File: src/rtl/stall_acct_pkg.sv
package stall_acct_pkg;

    localparam int unsigned LOAD_PENALTY   = 2;
    localparam int unsigned BRANCH_PENALTY = 2;

    // Position of an instruction within its issue group, coded {last, first}
    typedef enum logic [1:0] {
        GP_MID  = 2'b00,
        GP_HEAD = 2'b01,
        GP_TAIL = 2'b10,
        GP_SOLO = 2'b11
    } grp_pos_e;

    function automatic grp_pos_e grp_pos(input logic first, input logic last);
        return grp_pos_e'({last, first});
    endfunction

    function automatic logic grp_opens(input grp_pos_e p);
        return (p == GP_HEAD) || (p == GP_SOLO);
    endfunction

    function automatic logic grp_closes(input grp_pos_e p);
        return (p == GP_TAIL) || (p == GP_SOLO);
    endfunction

endpackage

File: src/rtl/acct_scoreboard.sv
module acct_scoreboard
    import stall_acct_pkg::*;
#(
    parameter int unsigned NREG = 16,
    localparam int unsigned REG_W = $clog2(NREG)
) (
    input  logic             clk_i,
    input  logic             rst_i,
    input  logic             vld_i,
    input  grp_pos_e         pos_i,
    input  logic [REG_W-1:0] src_a_i,
    input  logic             src_a_en_i,
    input  logic [REG_W-1:0] src_b_i,
    input  logic             src_b_en_i,
    input  logic             ld_i,
    input  logic [REG_W-1:0] ld_dst_i,
    output logic [1:0]       hits_o
);

    typedef struct packed {
        logic [NREG-1:0] pend;
        logic [NREG-1:0] act;
    } sb_state_t;

    sb_state_t st_d, st_q;

    logic [NREG-1:0] carry_pend;
    logic [NREG-1:0] ld_mask;
    logic            hit_a, hit_b;

    always_comb begin
        st_d       = st_q;
        carry_pend = grp_opens(pos_i) ? '0 : st_q.pend;
        ld_mask    = '0;
        if (ld_i) begin
            ld_mask[ld_dst_i] = 1'b1;
        end
        if (vld_i) begin
            st_d.pend = carry_pend | ld_mask;
            if (grp_closes(pos_i)) begin
                st_d.act = carry_pend | ld_mask;
            end
        end
        hit_a  = src_a_en_i && st_q.act[src_a_i];
        hit_b  = src_b_en_i && st_q.act[src_b_i];
        hits_o = {1'b0, hit_a} + {1'b0, hit_b};
    end

    always_ff @(posedge clk_i) begin
        if (rst_i) begin
            st_q <= '0;
        end else begin
            st_q <= st_d;
        end
    end

    // hazard mask moves only when a group closes
    a_r2_act_only_at_close: assert property (@(posedge clk_i) disable iff (rst_i)
        !(vld_i && grp_closes(pos_i)) |=> $stable(st_q.act));

    // a load leaves its destination marked as pending
    a_r1_pend_marked: assert property (@(posedge clk_i) disable iff (rst_i)
        (vld_i && ld_i) |=> st_q.pend[$past(ld_dst_i)]);

    // reset empties both masks
    a_r11_masks_clear: assert property (@(posedge clk_i)
        rst_i |=> (st_q.pend == '0) && (st_q.act == '0));

endmodule

File: src/rtl/acct_group_max.sv
module acct_group_max
    import stall_acct_pkg::*;
#(
    parameter int unsigned COST_W = 11
) (
    input  logic              clk_i,
    input  logic              rst_i,
    input  logic              vld_i,
    input  grp_pos_e          pos_i,
    input  logic [COST_W-1:0] cost_i,
    output logic              commit_o,
    output logic [COST_W-1:0] commit_amt_o
);

    typedef struct packed {
        logic [COST_W-1:0] peak;
    } gm_state_t;

    gm_state_t st_d, st_q;

    logic [COST_W-1:0] run_peak;
    logic [COST_W-1:0] new_peak;

    always_comb begin
        st_d     = st_q;
        run_peak = grp_opens(pos_i) ? '0 : st_q.peak;
        new_peak = (cost_i > run_peak) ? cost_i : run_peak;
        if (vld_i) begin
            st_d.peak = grp_closes(pos_i) ? '0 : new_peak;
        end
        commit_o     = vld_i && grp_closes(pos_i);
        commit_amt_o = new_peak;
    end

    always_ff @(posedge clk_i) begin
        if (rst_i) begin
            st_q <= '0;
        end else begin
            st_q <= st_d;
        end
    end

    // the running peak of an open group never falls below a member's cost
    a_r7_peak_covers_member: assert property (@(posedge clk_i) disable iff (rst_i)
        (vld_i && !grp_closes(pos_i)) |=> (st_q.peak >= $past(cost_i)));

    // idle cycles leave the running peak alone
    a_r12_peak_idle: assert property (@(posedge clk_i) disable iff (rst_i)
        !vld_i |=> $stable(st_q.peak));

endmodule

File: src/rtl/acct_sat_ctr.sv
module acct_sat_ctr #(
    parameter int unsigned CNT_W = 32,
    parameter int unsigned INC_W = 11,
    localparam int unsigned SUM_W = CNT_W + 1
) (
    input  logic             clk_i,
    input  logic             rst_i,
    input  logic             inc_en_i,
    input  logic [INC_W-1:0] inc_i,
    output logic [CNT_W-1:0] cnt_o
);

    typedef struct packed {
        logic [CNT_W-1:0] cnt;
    } ctr_state_t;

    ctr_state_t st_d, st_q;

    logic [SUM_W-1:0] sum;

    always_comb begin
        st_d = st_q;
        sum  = {1'b0, st_q.cnt} + SUM_W'(inc_i);
        if (inc_en_i) begin
            st_d.cnt = sum[CNT_W] ? '1 : sum[CNT_W-1:0];
        end
        cnt_o = st_q.cnt;
    end

    always_ff @(posedge clk_i) begin
        if (rst_i) begin
            st_q <= '0;
        end else begin
            st_q <= st_d;
        end
    end

    // a counter never moves backwards
    a_r10_no_wrap: assert property (@(posedge clk_i) disable iff (rst_i)
        1'b1 |=> (st_q.cnt >= $past(st_q.cnt)));

    // a full counter stays full
    a_r10_sat_hold: assert property (@(posedge clk_i) disable iff (rst_i)
        (st_q.cnt == '1) |=> (st_q.cnt == '1));

    // reset clears the count
    a_r11_ctr_clear: assert property (@(posedge clk_i)
        rst_i |=> (st_q.cnt == '0));

endmodule

File: src/rtl/stall_cycle_acct.sv
module stall_cycle_acct
    import stall_acct_pkg::*;
#(
    parameter int unsigned NREG   = 16,
    parameter int unsigned CNT_W  = 32,
    parameter int unsigned BASE_W = 8,
    localparam int unsigned REG_W = $clog2(NREG)
) (
    input  logic              clk_i,
    input  logic              rst_i,
    input  logic              vld_i,
    input  logic [REG_W-1:0]  src_a_i,
    input  logic              src_a_en_i,
    input  logic [REG_W-1:0]  src_b_i,
    input  logic              src_b_en_i,
    input  logic              ld_i,
    input  logic [REG_W-1:0]  ld_dst_i,
    input  logic              cti_i,
    input  logic              taken_i,
    input  logic [BASE_W-1:0] base_cyc_i,
    input  logic              first_i,
    input  logic              last_i,
    output logic [CNT_W-1:0]  total_cyc_o,
    output logic [CNT_W-1:0]  ld_stall_o,
    output logic [CNT_W-1:0]  br_stall_o,
    output logic [CNT_W-1:0]  taken_cnt_o,
    output logic [CNT_W-1:0]  untaken_cnt_o
);

    localparam int unsigned COST_W    = BASE_W + 3;
    localparam int unsigned NCTR      = 5;
    localparam int unsigned C_TOTAL   = 0;
    localparam int unsigned C_LDST    = 1;
    localparam int unsigned C_BRST    = 2;
    localparam int unsigned C_TAKEN   = 3;
    localparam int unsigned C_UNTAKEN = 4;

    grp_pos_e          pos;
    logic [1:0]        hits;
    logic [COST_W-1:0] ld_stall;
    logic [COST_W-1:0] br_stall;
    logic [COST_W-1:0] cost;
    logic              br_taken;
    logic              br_untaken;
    logic              commit;
    logic [COST_W-1:0] commit_amt;

    logic              inc_en  [NCTR];
    logic [COST_W-1:0] inc_val [NCTR];
    logic [CNT_W-1:0]  cnt     [NCTR];

    always_comb begin
        pos        = grp_pos(first_i, last_i);
        br_taken   = vld_i && cti_i && taken_i;
        br_untaken = vld_i && cti_i && !taken_i;
        ld_stall   = COST_W'(hits) * COST_W'(LOAD_PENALTY);
        br_stall   = br_taken ? COST_W'(BRANCH_PENALTY) : '0;
        cost       = COST_W'(base_cyc_i) + ld_stall + br_stall;

        inc_en[C_TOTAL]    = commit;
        inc_val[C_TOTAL]   = commit_amt;
        inc_en[C_LDST]     = vld_i;
        inc_val[C_LDST]    = ld_stall;
        inc_en[C_BRST]     = br_taken;
        inc_val[C_BRST]    = br_stall;
        inc_en[C_TAKEN]    = br_taken;
        inc_val[C_TAKEN]   = COST_W'(1);
        inc_en[C_UNTAKEN]  = br_untaken;
        inc_val[C_UNTAKEN] = COST_W'(1);
    end

    acct_scoreboard #(
        .NREG (NREG)
    ) u_scoreboard (
        .clk_i      (clk_i),
        .rst_i      (rst_i),
        .vld_i      (vld_i),
        .pos_i      (pos),
        .src_a_i    (src_a_i),
        .src_a_en_i (src_a_en_i),
        .src_b_i    (src_b_i),
        .src_b_en_i (src_b_en_i),
        .ld_i       (ld_i),
        .ld_dst_i   (ld_dst_i),
        .hits_o     (hits)
    );

    acct_group_max #(
        .COST_W (COST_W)
    ) u_group_max (
        .clk_i        (clk_i),
        .rst_i        (rst_i),
        .vld_i        (vld_i),
        .pos_i        (pos),
        .cost_i       (cost),
        .commit_o     (commit),
        .commit_amt_o (commit_amt)
    );

    for (genvar g = 0; g < NCTR; g++) begin : g_ctr
        acct_sat_ctr #(
            .CNT_W (CNT_W),
            .INC_W (COST_W)
        ) u_ctr (
            .clk_i    (clk_i),
            .rst_i    (rst_i),
            .inc_en_i (inc_en[g]),
            .inc_i    (inc_val[g]),
            .cnt_o    (cnt[g])
        );
    end

    assign total_cyc_o   = cnt[C_TOTAL];
    assign ld_stall_o    = cnt[C_LDST];
    assign br_stall_o    = cnt[C_BRST];
    assign taken_cnt_o   = cnt[C_TAKEN];
    assign untaken_cnt_o = cnt[C_UNTAKEN];

    // non-closing members leave the total untouched
    a_r7_no_commit_midgroup: assert property (@(posedge clk_i) disable iff (rst_i)
        (vld_i && !last_i) |=> $stable(total_cyc_o));

    // a taken transfer bumps the taken count by exactly one until full
    a_r5_taken_step: assert property (@(posedge clk_i) disable iff (rst_i)
        (vld_i && cti_i && taken_i && (taken_cnt_o != '1))
            |=> (taken_cnt_o == $past(taken_cnt_o) + 1'b1));

    // a non-transfer leaves both transfer counts alone
    a_r5_plain_no_count: assert property (@(posedge clk_i) disable iff (rst_i)
        (vld_i && !cti_i) |=> ($stable(taken_cnt_o) && $stable(untaken_cnt_o)
                               && $stable(br_stall_o)));

    // idle cycles change no output
    a_r12_idle_quiet: assert property (@(posedge clk_i) disable iff (rst_i)
        !vld_i |=> ($stable(total_cyc_o) && $stable(ld_stall_o) && $stable(br_stall_o)
                    && $stable(taken_cnt_o) && $stable(untaken_cnt_o)));

    // the load stall of one instruction is at most two penalties
    a_r3_stall_bound: assert property (@(posedge clk_i) disable iff (rst_i)
        vld_i |-> (ld_stall <= COST_W'(2 * LOAD_PENALTY)));

endmodule

File: config.mk
export PLATFORM = sky130hd
export DESIGN_NAME = stall_cycle_acct
export DESIGN_NICKNAME = d
export VERILOG_FILES = /design/src/rtl/stall_acct_pkg.sv /design/src/rtl/acct_scoreboard.sv /design/src/rtl/acct_group_max.sv /design/src/rtl/acct_sat_ctr.sv /design/src/rtl/stall_cycle_acct.sv
export SDC_FILE = /design/constraint.sdc
export NUM_CORES = 1
export LEC_CHECK = 0
export BUFFER_PORTS_ARGS = -buffer_cell sky130_fd_sc_hd__buf_2
export CAP_MARGIN = 40
export CORE_MARGIN = 4
export CORE_UTILIZATION = 53
export DETAILED_ROUTE_END_ITERATION = 16
export PLACE_DENSITY = 0.88
export SYNTH_ARGS = -nofsm -noshare
export SYNTH_HDL_FRONTEND = slang
export SYNTH_SLANG_ARGS = --single-unit
File: constraint.sdc
create_clock -name clk_i -period 8.2 [get_ports clk_i]
set_input_delay 0.82 -clock clk_i [delete_from_list [all_inputs] [get_ports clk_i]]
set_output_delay 0.82 -clock clk_i [all_outputs]
set_load 0.01 [all_outputs]
==> run summary <==
R2R Setup Slk: 900 ps
Top cell family by delay on the critical path: compound AO/OA/AOI/OAI gates
Final Non-Filler Cells: 1,621
DIE WIDTH: 147 um
Max stage delay on crit path: 730 ps
Fin crit share: 91.3%
Worst EP arrival: 7890 ps
Root buffer cell: clkbuf_16
DRC viols: 0
Top-area cell type share of the netlist area: 39.6%
Int Power: 1.66 mW
Sequential Power Share: 47.0%
Worst R2R Path Depth: 29
Post-synth top cells: 203 x dfxtp_1, 133 x a21oi_1, 119 x nor2_1, 85 x nand2_1, 75 x xor2_1
Seq/Total Area, Yosys: 39.6%
EDFF count, synth: 0
Die Area: 21,600 sq um
Clock skew: 7.53 ps
Post-Synthesis Cell Area: 10,200 sq um
WP buf/inv: 6
Synth Warn #: 0
Inserted Clock Buffers: 22
Crit. Startpoint: src_b_i[0]
Clk_lat worst skew: 500 ps
Count leader, synth: dfxtp_1
CP max-delay cell: o41ai_2
Critical-path maximum fanout: 14
Seq cells post-synth: 203
RSZ-0062 raised after global routing: no
HP Class: flip-flop to flip-flop
Rows: 50
Syn nets: 1,243
# Post-CTS Setup Buffers: 0
WL per Instance: 16.1 um
Clk pwr share: 45.3%
Placer Congestion: 0.913
Layout cells sized above 1: 19.9%
Initial antenna violation count: 5
Hold depth: 1
Core Box Area: 18,900 sq um
DIE HEIGHT: 147 um
Largest net degree at the start of global routing: 94
Crit path launch type: input port
TritonCTS clock tree: built
Antenna viol nets, final: 0
Crit Path Class: input port to flip-flop
Fin. Hold Viols: 0
Final core utilization: 64.2%
TritonRoute pass-1 iters: 5
Grt total ovfl: 0
Sw Ratio: 22.9%
Starting DRT DRC Count: 586
Area delta synth->final: 18.2%
Area leader, netlist: dfxtp_1
Synth Instances: 1,180
Worst-path clk slew: 60 ps
Setup crit end kind: flip-flop
H-Tree Depth: 1
Hold path endpoint: u_group_max.st_q[7]$_SDFFE_PP0P_
Placed cell count: 1,583
Boundary pin count: 190
Vias/cell: 5.88
Cells resized by post-CTS repair: 0
Main synth FF type: dfxtp_1
Initial Util: 54.3%
Vias in the first global route: 8,839
Slew @ Worst Pin: 906 ps
Power per Cell Area: 177 nW/um^2
Outcome: complete, no violations
Synth area leaders: dfxtp_1 40%, a21oi_1 6.5%, xor2_1 6.4%
NumNets Final: 1,410
Mean Syn Cell Area: 8.69 sq um
Gr usage total: 23.0%
Total number of vias: 9,534
Worst R2R End: g_ctr[0].u_ctr.cnt_o[15]$_SDFFE_PP0P_
Clock buffer depth: 3
Post-layout min period: 7490 ps
Combinational cell fraction of total power: 7.6%
Worst vdd ir: 0.147 mV
Slew Limit Headroom: 39.1%
Number of cells on the critical path: 30
Netlist cell types: 65
Total clock sinks: 203
Routed WL: 26.1 mm
# hold bufs at CTS: 0
Max_cap viols: 0
Hold Startpoint: u_group_max.st_q[7]$_SDFFE_PP0P_
TNS Setup: 0 ps
Asr flop ratio synth: 0%
Port Buffer Count: 189
Reg2Reg Launch Point: u_scoreboard.st_q[11]$_SDFFE_PP0P_
Sw power: 0.491 mW
Fmax: 134 MHz
Leakage power: 4.84 nW
Required time of the critical path: 8600 ps
Pins Over Slew Limit: 0
Post-DP HPWL: 18.4 mm
Global-route wire length before repair: 43.3 mm
Setup violations, final: 0
-- routing by layer --
metal	share of wire (%)	vias to the layer above	routed length [um]	GRT usage, %
met1	42	4484	11000	30.5
met2	48	371	12500	38.9
met3	7.3	53	1900	3.92
li1	-	4620	-	-
met5	0.18	-	46	0
met4	2.5	6	663	6.15
-- area by class of cell --
cell class              count  area, sq um
clock buffers              34          677
diodes                      2         5.00
fillers                  1535         6770
multi-input cells         884         5830
inverters                  38          143
flip-flops and latches    203         4060
repair buffers            198         1040
clock inverters             2         35.0
well taps                 260          325
-- cell usage in the layout, fill, tap and decap left out, drive strengths merged, types with 13 or more instances in the layout --
cell    synthesis  layout
a211oi         31      31
a21oi         142     142
a221oi         13      13
a22oi          17      17
a311oi         13      13
and2           14      14
and3           32      32
and4           15      15
buf             8     198
clkbuf         47      34
dfxtp         203     203
ha             30      30
inv            36      36
nand2          85      85
nand3          52      52
nand4          38      38
nor2          121     121
nor3           43      43
xnor2          39      39
xor2           75      75
-- flip-flops by register name (all words and copies together), names as in the netlist --
register / cells
u_scoreboard.st_q: 32
g_ctr.u_ctr.cnt_o: 160
u_group_max.st_q: 11
-- power by group through the flow --
stage	combinational [mW]	sequential [mW]	clock (mW)
final	0.164	1.01	0.974
after global routing	0.184	1.01	1.03
after CTS	0.164	1.01	0.989
after detailed placement	0.162	1.03	0
after global placement	0.157	1.03	0
after floorplan	0.114	1.03	0
-- worst max path at each step --
| stage | end | slack [ps] |
|---|---|---|
| floorplan | g_ctr[0].u_ctr.cnt_o[28]$_SDFFE_PP0P_ | 960 |
| global placement | g_ctr[0].u_ctr.cnt_o[15]$_SDFFE_PP0P_ | 630 |
| detailed placement | g_ctr[0].u_ctr.cnt_o[15]$_SDFFE_PP0P_ | 280 |
| CTS | g_ctr[0].u_ctr.cnt_o[15]$_SDFFE_PP0P_ | 810 |
| global route | g_ctr[0].u_ctr.cnt_o[15]$_SDFFE_PP0P_ | 220 |
| finish | g_ctr[0].u_ctr.cnt_o[15]$_SDFFE_PP0P_ | 710 |
-- stage by stage --
stage / area, sq um / hold slack [ps] / worst slack, ps / total power, mW
after CTS: 12100 / 475 / 814 / 2.16
after detailed placement: 11400 / 443 / 280 / 1.20
after global placement: 11400 / 434 / 634 / 1.19
final: 12100 / 472 / 714 / 2.15
after global routing: 12100 / 483 / 221 / 2.22
after floorplan: 10200 / 435 / 959 / 1.15
-- logic make-up (layout without fill, tap and decap cells) --
group	after synthesis	count (layout)	synth area share [%]
and+or+nand+nor	434	434	21.7
xor gates and xnor gates	114	114	9.74
adders and majority gates	33	33	4.25
AOI/OAI and AO/OA	283	283	18.0
buffers and inverters	93	272	3.50
other	0	2	0
muxes	20	20	3.19
DFF	203	203	39.6
No activity file was read; power rests on OpenSTA's default activity.
